`config.mk`:
```
export PLATFORM = sky130hd
export DESIGN_NAME = snoop_regblk
export DESIGN_NICKNAME = d
export VERILOG_FILES = /design/src/rtl/snoop_pkg.sv /design/src/rtl/snoop_decode.sv /design/src/rtl/snoop_pwr_word.sv /design/src/rtl/snoop_regblk.sv
export SDC_FILE = /design/constraint.sdc
export NUM_CORES = 1
export LEC_CHECK = 0
export BUFFER_PORTS_ARGS = -buffer_cell sky130_fd_sc_hd__buf_2
export CAP_MARGIN = 20
export CELL_PAD_IN_SITES_DETAIL_PLACEMENT = 1
export CELL_PAD_IN_SITES_GLOBAL_PLACEMENT = 1
export CORE_MARGIN = 4
export CORE_UTILIZATION = 35
export CTS_CLUSTER_SIZE = 12
export DETAILED_ROUTE_END_ITERATION = 8
export GPL_TIMING_DRIVEN = 0
export PLACE_DENSITY = 0.7
export SYNTH_ARGS = -nofsm -noshare
export SYNTH_HDL_FRONTEND = slang
export SYNTH_SLANG_ARGS = --single-unit
export TNS_END_PERCENT = 100
```
`constraint.sdc`:
```
create_clock -name clk -period 2.7 [get_ports clk]
set_input_delay 0.135 -clock clk [delete_from_list [all_inputs] [get_ports clk]]
set_output_delay 0.135 -clock clk [all_outputs]
set_load 0.05 [all_outputs]
```
`src/rtl/snoop_pkg.sv`:
```
package snoop_pkg;
  localparam int DATA_W = 32;
  localparam int ADDR_W = 8;

  // Byte-lane mask for a given access size; zero for illegal sizes.
  function automatic logic [DATA_W-1:0] size_mask(input logic [2:0] sz);
    case (sz)
      3'd1:    return 32'h0000_00FF;
      3'd2:    return 32'h0000_FFFF;
      3'd4:    return 32'hFFFF_FFFF;
      default: return 32'h0;
    endcase
  endfunction

  function automatic logic size_legal(input logic [2:0] sz);
    return (sz == 3'd1) || (sz == 3'd2) || (sz == 3'd4);
  endfunction

  // Read-only configuration word: N ones from bit 4 up, N-1 in low bits.
  function automatic logic [DATA_W-1:0] cfg_word(input int n);
    return (((32'(1) << n) - 32'd1) << 4) | 32'(n - 1);
  endfunction
endpackage

```
`src/rtl/snoop_decode.sv`:
```
module snoop_decode
  import snoop_pkg::*;
(
  input  logic [ADDR_W-1:0] offset,
  output logic              hit_ctrl,
  output logic              hit_cfg,
  output logic              hit_pwr,
  output logic [1:0]        lane
);
  localparam logic [ADDR_W-1:0] OFF_CTRL = 8'h00;
  localparam logic [ADDR_W-1:0] OFF_CFG  = 8'h04;
  localparam logic [ADDR_W-3:0] PWR_WORD = 6'h02;

  always_comb begin
    hit_ctrl = (offset == OFF_CTRL);
    hit_cfg  = (offset == OFF_CFG);
    hit_pwr  = (offset[ADDR_W-1:2] == PWR_WORD);
    lane     = offset[1:0];
  end
endmodule

```
`src/rtl/snoop_pwr_word.sv`:
```
module snoop_pwr_word
  import snoop_pkg::*;
(
  input  logic              clk,
  input  logic              rst_n,
  input  logic              we,
  input  logic [1:0]        lane,
  input  logic [2:0]        size,
  input  logic [DATA_W-1:0] wdata,
  output logic [DATA_W-1:0] word_q
);
  logic [4:0]        shamt;
  logic [DATA_W-1:0] lane_mask;
  logic [DATA_W-1:0] lane_data;
  logic              upd;

  always_comb begin
    shamt     = {lane, 3'b000};
    lane_mask = size_mask(size) << shamt;
    lane_data = (wdata & size_mask(size)) << shamt;
    upd       = we && size_legal(size);
  end

  always_ff @(posedge clk or negedge rst_n) begin
    if (!rst_n)   word_q <= '0;
    else if (upd) word_q <= (word_q & ~lane_mask) | (lane_data & lane_mask);
  end

  // a single-byte write leaves the bytes below its lane untouched
  p_low_bytes_kept_r5: assert property (@(posedge clk) disable iff (!rst_n)
    (we && size == 3'd1 && lane == 2'd3) |=> $stable(word_q[23:0]));

  // any write at the top lane only touches bits 31:24
  p_top_lane_only_r6: assert property (@(posedge clk) disable iff (!rst_n)
    (we && lane == 2'd3) |=> $stable(word_q[23:0]));

  // illegal sizes never alter the word
  p_bad_size_pwr_r7: assert property (@(posedge clk) disable iff (!rst_n)
    (we && !size_legal(size)) |=> $stable(word_q));
endmodule

```
`src/rtl/snoop_regblk.sv`:
```
module snoop_regblk
  import snoop_pkg::*;
#(
  parameter int NUM_CORES = 1
) (
  input  logic              clk,
  input  logic              rst_n,
  input  logic              req,
  input  logic              wr_en,
  input  logic [7:0]        offset,
  input  logic [2:0]        size,
  input  logic [31:0]       wr_data,
  output logic [31:0]       rd_data
);
  localparam int               LANES   = DATA_W / 8;
  localparam logic [DATA_W-1:0] CFG_VAL = cfg_word(NUM_CORES);

  logic              hit_ctrl, hit_cfg, hit_pwr;
  logic [1:0]        lane;
  logic              wr_fire, rd_fire, ctrl_we, pwr_we;
  logic              ctrl_q;
  logic [DATA_W-1:0] pwr_q;
  logic [DATA_W-1:0] pwr_view [LANES];
  logic [DATA_W-1:0] rd_val;
  logic [DATA_W-1:0] rd_q;

  snoop_decode u_dec (
    .offset   (offset),
    .hit_ctrl (hit_ctrl),
    .hit_cfg  (hit_cfg),
    .hit_pwr  (hit_pwr),
    .lane     (lane)
  );

  always_comb begin
    wr_fire = req && wr_en;
    rd_fire = req && !wr_en;
    ctrl_we = wr_fire && hit_ctrl && size_legal(size);
    pwr_we  = wr_fire && hit_pwr;
  end

  always_ff @(posedge clk or negedge rst_n) begin
    if (!rst_n)       ctrl_q <= 1'b0;
    else if (ctrl_we) ctrl_q <= wr_data[0];
  end

  snoop_pwr_word u_pwr (
    .clk    (clk),
    .rst_n  (rst_n),
    .we     (pwr_we),
    .lane   (lane),
    .size   (size),
    .wdata  (wr_data),
    .word_q (pwr_q)
  );

  // One right-shifted view of the power word per byte offset.
  for (genvar k = 0; k < LANES; k++) begin : g_view
    assign pwr_view[k] = pwr_q >> (8 * k);
  end

  always_comb begin
    rd_val = '0;
    if (hit_ctrl)     rd_val = {{(DATA_W-1){1'b0}}, ctrl_q};
    else if (hit_cfg) rd_val = CFG_VAL;
    else if (hit_pwr) rd_val = pwr_view[lane];
  end

  always_ff @(posedge clk or negedge rst_n) begin
    if (!rst_n)       rd_q <= '0;
    else if (rd_fire) rd_q <= rd_val;
  end

  assign rd_data = rd_q;

  // control reads never show upper bits
  p_ctrl_upper_zero_r2: assert property (@(posedge clk) disable iff (!rst_n)
    (rd_fire && offset == 8'h00) |=> (rd_data[31:1] == '0));

  // illegal-size writes leave the control bit alone
  p_bad_size_ctrl_r7: assert property (@(posedge clk) disable iff (!rst_n)
    (wr_fire && !size_legal(size)) |=> $stable(ctrl_q));

  // writes outside the two writable locations change no state
  p_unmapped_wi_r8: assert property (@(posedge clk) disable iff (!rst_n)
    (wr_fire && offset != 8'h00 && offset[7:2] != 6'h02)
      |=> ($stable(ctrl_q) && $stable(pwr_q)));

  // read data holds when no read is requested
  p_rdata_hold_r9: assert property (@(posedge clk) disable iff (!rst_n)
    !rd_fire |=> $stable(rd_data));
endmodule

```
* Word-level counts from Yosys, hierarchy flattened
Cells that the tools add are included.
** Storage, ports and cells
- Flip-flop bits (word level) :: 65
- Bits in latches :: 0
- RAM bits :: 0
- ROM bits :: 0
- Bits of input ports :: 47
- Output and inout bits :: 32
- Word-level logic and storage cells :: 34
- Memories :: 0
** Cells by class
- Add/subtract/negate cells :: 0
- $mul :: 0
- Div/mod/pow operators :: 0
- Order comparisons :: 1
- Equality and inequality tests :: 5
- Shift-type cells :: 2
- Mux-type cells :: 7
- Bitwise gates (word level) :: 6
- Reduce and logical (&&, ||, !) cells :: 10
** Operators by type and width (number)
- 2-to-1 mux 32 bit :: 5
- bitwise AND 32 bit :: 3
- one-hot mux 32 bit (3 select lines) :: 1
- binary-select mux 32 bit (select 2 bit) :: 1
- << shifter 32 x 5 -> 32 bit :: 2
- NOT 32 bit :: 1
- bitwise OR 32 bit :: 1
- equality test 8 x 3 -> 1 bit (second input constant) :: 1
- logical NOT 8 bit :: 1
- equality test 6 x 2 -> 1 bit (second input constant) :: 1
- logical AND 1 bit :: 6
- equality test 3 x 1 -> 1 bit (second input constant) :: 1
- equality test 3 x 2 -> 1 bit (second input constant) :: 1
- equality test 3 bit (second input constant) :: 1
- >= comparator 3 bit (second input constant) :: 1
- NOT 2 -> 3 bit :: 1
- logical OR 1 bit :: 2
- logical NOT 1 bit :: 1

* Longest topological paths before layout
- Depth after elaboration :: 7
- Mapped depth :: 7
- Depth with buffers taken out :: 4

* By module
From an unflattened synthesis, not the netlist that was laid out.
** Unflattened totals
- Cells, all modules :: 332
- Area, all modules :: 3789.9 µm²
** Modules (own cells, without submodules)
- snoop_pwr_word :: instances 1, cells an instance 173, area each 2028.2 µm², sequential area each 800.8 µm²
- snoop_regblk :: instances 1, cells an instance 151, area each 1702.9 µm², sequential area each 825.8 µm²
- snoop_decode :: instances 1, cells an instance 8, area each 58.8 µm², sequential area each 0.0 µm²

* Least setup slack after synthesis
No wires, ideal clock.
- Kind :: in2reg
- From :: input offset[5]
- To :: register ctrl_q
- Arrival :: 1.793 ns
- Required time :: 2.575 ns
- Setup slack :: 0.782 ns
- Stages :: 5
- Buffers on the path :: 1
- Cell sequence :: or4_1 > or4_1 > clkbuf_1 > nor4_1 > mux2_2
** On the way
- Longest elaborated chain between the ends :: 3
** RTL lines
- start: declaration :: RTL line snoop_regblk.sv:10 : input logic [7:0] offset,
- logical NOT 8 bit :: RTL line snoop_decode.sv:15 : hit_ctrl = (offset == OFF_CTRL);
- logical AND 1 bit (2 in a row) :: RTL line snoop_regblk.sv:38 : ctrl_we = wr_fire && hit_ctrl && size_legal(size);
- end signal: assignment :: RTL line snoop_regblk.sv:44 : else if (ctrl_we) ctrl_q <= wr_data[0];
- end: declaration :: RTL line snoop_regblk.sv:21 : logic ctrl_q;
No other way between the ends.
A chain may end at the register's enable or synchronous reset.

* Worst setup path after layout
- From :: input offset[0]
- To :: register rd_q[13] (netlist: rd_data[13])
** On the way
- Longest elaborated chain between the ends :: 7
** RTL lines
- NOT 2 -> 3 bit (not written as such) :: RTL line snoop_regblk.sv:66 : else if (hit_pwr) rd_val = pwr_view[lane];
- binary-select mux 32 bit (select 2 bit) :: RTL line snoop_regblk.sv:66
- 2-to-1 mux 32 bit (not written as such) (2 in a row) :: RTL line snoop_regblk.sv:66
- 2-to-1 mux 32 bit :: RTL line snoop_regblk.sv:66
- 2-to-1 mux 32 bit :: RTL line snoop_regblk.sv:65 : else if (hit_cfg) rd_val = CFG_VAL;
- 2-to-1 mux 32 bit * :: RTL line snoop_regblk.sv:64 : if (hit_ctrl) rd_val = {{(DATA_W-1){1'b0}}, ctrl_q};
- end signal: assignment :: RTL line snoop_regblk.sv:71 : else if (rd_fire) rd_q <= rd_val;
- end: declaration :: RTL line snoop_regblk.sv:25 : logic [DATA_W-1:0] rd_q;
Every way passes the cells marked *; elsewhere a longest branch is shown, timed or not. The select of a mux whose other input is x is not followed.

==> results.toml <==
[outcome]
run_status = "completed"

[setup_path]
arrival_ns = 2.33
cp-end-kind = "flip-flop"
cp-start-kind = "input port"
r2r_cells = 4
r2r-end = "rd_data[4]"
criticalPathCategory = "in -> reg"
crit_family = "buffers and inverters"
cp_max_fo = 10
max_stage_delay_ns = 0.53
worst-path-buf-inv = 4
reg2reg_slack_ns = 1.32
worst_path_max_delay_cell = "clkbuf_1"
critPathMostFrequentCell = "clkbuf_1"
path_cells = "clkbuf_1, clkbuf_1, clkbuf_1, clkbuf_1, o21ai_0, a22o_1"
cp.required_ns = 2.94

[cells_and_area]
multi_input_area_sq_mm = 0.00188
design_area_sq_mm = 0.00440
num-fill-cells = 1157
n_antenna_cell = 0
regArea_sq_mm = 0.00163
drive_gt1_share_pct = 31.0
area_delta_synth_final_pct = 20.9
nNetsFinal = 474

[synthesis]
synth_xor_area_share_pct = 1.37
avgSynthCellArea_sq_um = 10.8
synth_cells = 338
synth_top_family_by_area = "compound AO/OA/AOI/OAI gates"
ys_top_cells_by_area = "dfrtp_1 45%, mux2i_1 8.2%, mux2_2 8.0%"
synth_fa_ha_area_share_pct = 0
synthArstFlopShare_pct = 100
yosys.area_share.simple_pct = 10.4
yosysMostFrequentCell = "dfrtp_1"
yosys_warnings = 0
synthMuxAreaShare_pct = 16.9
synthTopCellsByCount = "65 x dfrtp_1, 43 x nand2_1, 35 x o21ai_0, 30 x mux2i_1, 29 x a32o_1"
yosys.cell_types.count = 44
synth_seq_cells = 65
synth_top_area_cell = "dfrtp_1"
yosysSeqAreaShare_pct = 44.7
synthFlopType = "dfrtp_1"
synth-compound-area-share_pct = 22.7
synth_edf_count = 0
yosysTopAreaCellShare_pct = 44.7
synth_nets = 385
syn-cell-area_sq_mm = 0.00364

[placed_design]
pre_cts_ws_ns = 0.244
gp_congestion = 0.838
dpl-instance-area_sq_mm = 0.00420
port-buffer-count = 76
post-dp-hpwl_mm = 8.63

[power_and_ir_drop]
p_total_mw = 2.09
powerDensity_mw_per_mm2 = 476
power_leakage_nw = 2.08
vdd_drop_max_v = 0.000276

[sta]
rsz0062_at_grt = "false"
fmax_ghz = 0.477
period_share_pct = 77.7
tightest_slew_ns = 1.07
report.final.slew_viol_count = 0
final.setup.tns_ns = 0
min_period_ns = 2.10
setup_viol = 0
max_slew_margin_pct = 28.4
whs_ns = 0.0767
setup_ws_ns = 0.603
worst_clock_skew_ns = 0.00916
hold_violations = 0

[floorplanning]
core-area_sq_mm = 0.00995
placementRows = 36
ios = 79
die_area_sq_mm = 0.0121
dieHeight_um = 110
start_util_pct = 36.6
dieWidth_um = 110

[grt]
met1_usage_pct = 28.6
grt_first_pass_wirelength_mm = 18.1
grt_antenna_before_repair = 0
grtUsageTotal_pct = 19.5
grt_pass1_vias = 3303
grt_max_degree = 66
met3_usage_pct = 2.50
grt.overflow.total = 0
grt_busiest_layer = "met2"
grt_use_met2_pct = 30.4

[worst_hold_path]
min_from = "wr_data[2]"
holdPathStages = 3
hold_path_class = "in -> reg"

[cts]
clk_pin_slew_ns = 0.07
insertion_delay_ns = 0.34
cts_buffer_depth = 2
cts_buffers = 9
root_buffer = "clkbuf_8"
clkSinkCount = 65
cts_tree = "built"
ctsHtreeMaxLevel = 3

[detailed_routing]
dr.pass1.iters = 5
drt.antenna.violating_nets = 0
routed_wl_mm = 11.2
vias = 3154
drc = 0
viasPerCell = 5.58
first_iter_violations = 161
wire_per_inst_um = 19.8

[job]
drv_cap = 0
cells by family after synthesis:
kind of cell,after synthesis
mux,57
flops,65
compound gates,103
xor+xnor,4
simple gates,74
buf+inv,35
worst max-delay path by stage:
stage               from          end  slack (ns)  cells past startpoint
6_report       offset[0]  rd_data[13]        0.60                      6
5_1_grt        offset[0]  rd_data[12]        0.40                      6
3_5_place_dp   offset[0]  rd_data[12]        0.24                      6
2_1_floorplan  offset[5]       ctrl_q        0.78                      5
3_3_place_gp   offset[1]    flip-flop        0.26                      5
4_1_cts        offset[0]  rd_data[12]        0.60                      6
cell type report:
cell class	instances	share of cell area (%)
multi-input cells	238	42.7
flip-flops and latches	65	37.0
repair buffers	78	9.04
well taps	133	3.78
clock buffers	13	3.38
plain buffers	25	2.39
clock inverters	3	0.910
inverters	10	0.853
placed cells by master (no fill, tap or decap), types with 2 or more instances in the layout:
| cell type | synthesis | routed |
|---|---|---|
| clkinv_2 | 0 | 2 |
| xor2_2 | 2 | 2 |
| dfrtp_1 | 65 | 65 |
| buf_2 | 6 | 82 |
| and3_1 | 2 | 2 |
| nand2_1 | 43 | 43 |
| a222oi_1 | 7 | 7 |
| a22o_1 | 17 | 17 |
| mux2_2 | 26 | 26 |
| nor4_1 | 3 | 3 |
| nor2b_1 | 4 | 4 |
| buf_4 | 1 | 2 |
| o31ai_1 | 2 | 2 |
| inv_1 | 10 | 10 |
| clkbuf_1 | 18 | 21 |
| nand2b_1 | 3 | 3 |
| or4_1 | 3 | 3 |
| o21ai_0 | 35 | 35 |
| and3b_1 | 2 | 2 |
| mux2i_1 | 30 | 30 |
| nor2_1 | 2 | 2 |
| o21ai_1 | 3 | 3 |
| nor4b_1 | 3 | 2 |
| clkbuf_8 | 0 | 10 |
| a32o_1 | 29 | 29 |
| a31oi_1 | 2 | 2 |
metal layers:
metal	part of all wire, %	wire length, um
met1	48	5410
met2	46	5180
met3	4.3	479
met4	0.97	108
met5	0	0
per-stage QoR:
| step | instances | util, % |
|---|---|---|
| 6_report | 565 | 44.2 |
| 5_1_grt | 565 | 44.2 |
| 4_1_cts | 565 | 44.2 |
| 3_5_place_dp | 548 | 42.2 |
| 3_3_place_gp | 547 | 42.1 |
| 2_1_floorplan | 338 | - |
worst reg2reg max path, cell delays in order, from the launching register on:
cell,delay (ns)
dfrtp_1,0.44
mux4_2,0.48
nand2_1,0.08
o21ai_0,0.08
a22o_1,0.18
power breakdown:
group	leakage [nW]	switching (mW)	total, mW	internal [mW]
combinational	1.11	0.184	0.287	0.103
clock	0.0974	0.369	0.819	0.450
sequential	0.872	0.00719	0.987	0.980
total	2.08	0.560	2.09	1.53
timing repair:
action / in CTS / in global routing
hold buffers: 1 / 0
hold endpoints to repair: 65 / 0
buffers inserted: 0 / 0
gates resized for setup: 0 / 0
(Power assumes the default switching activity.)
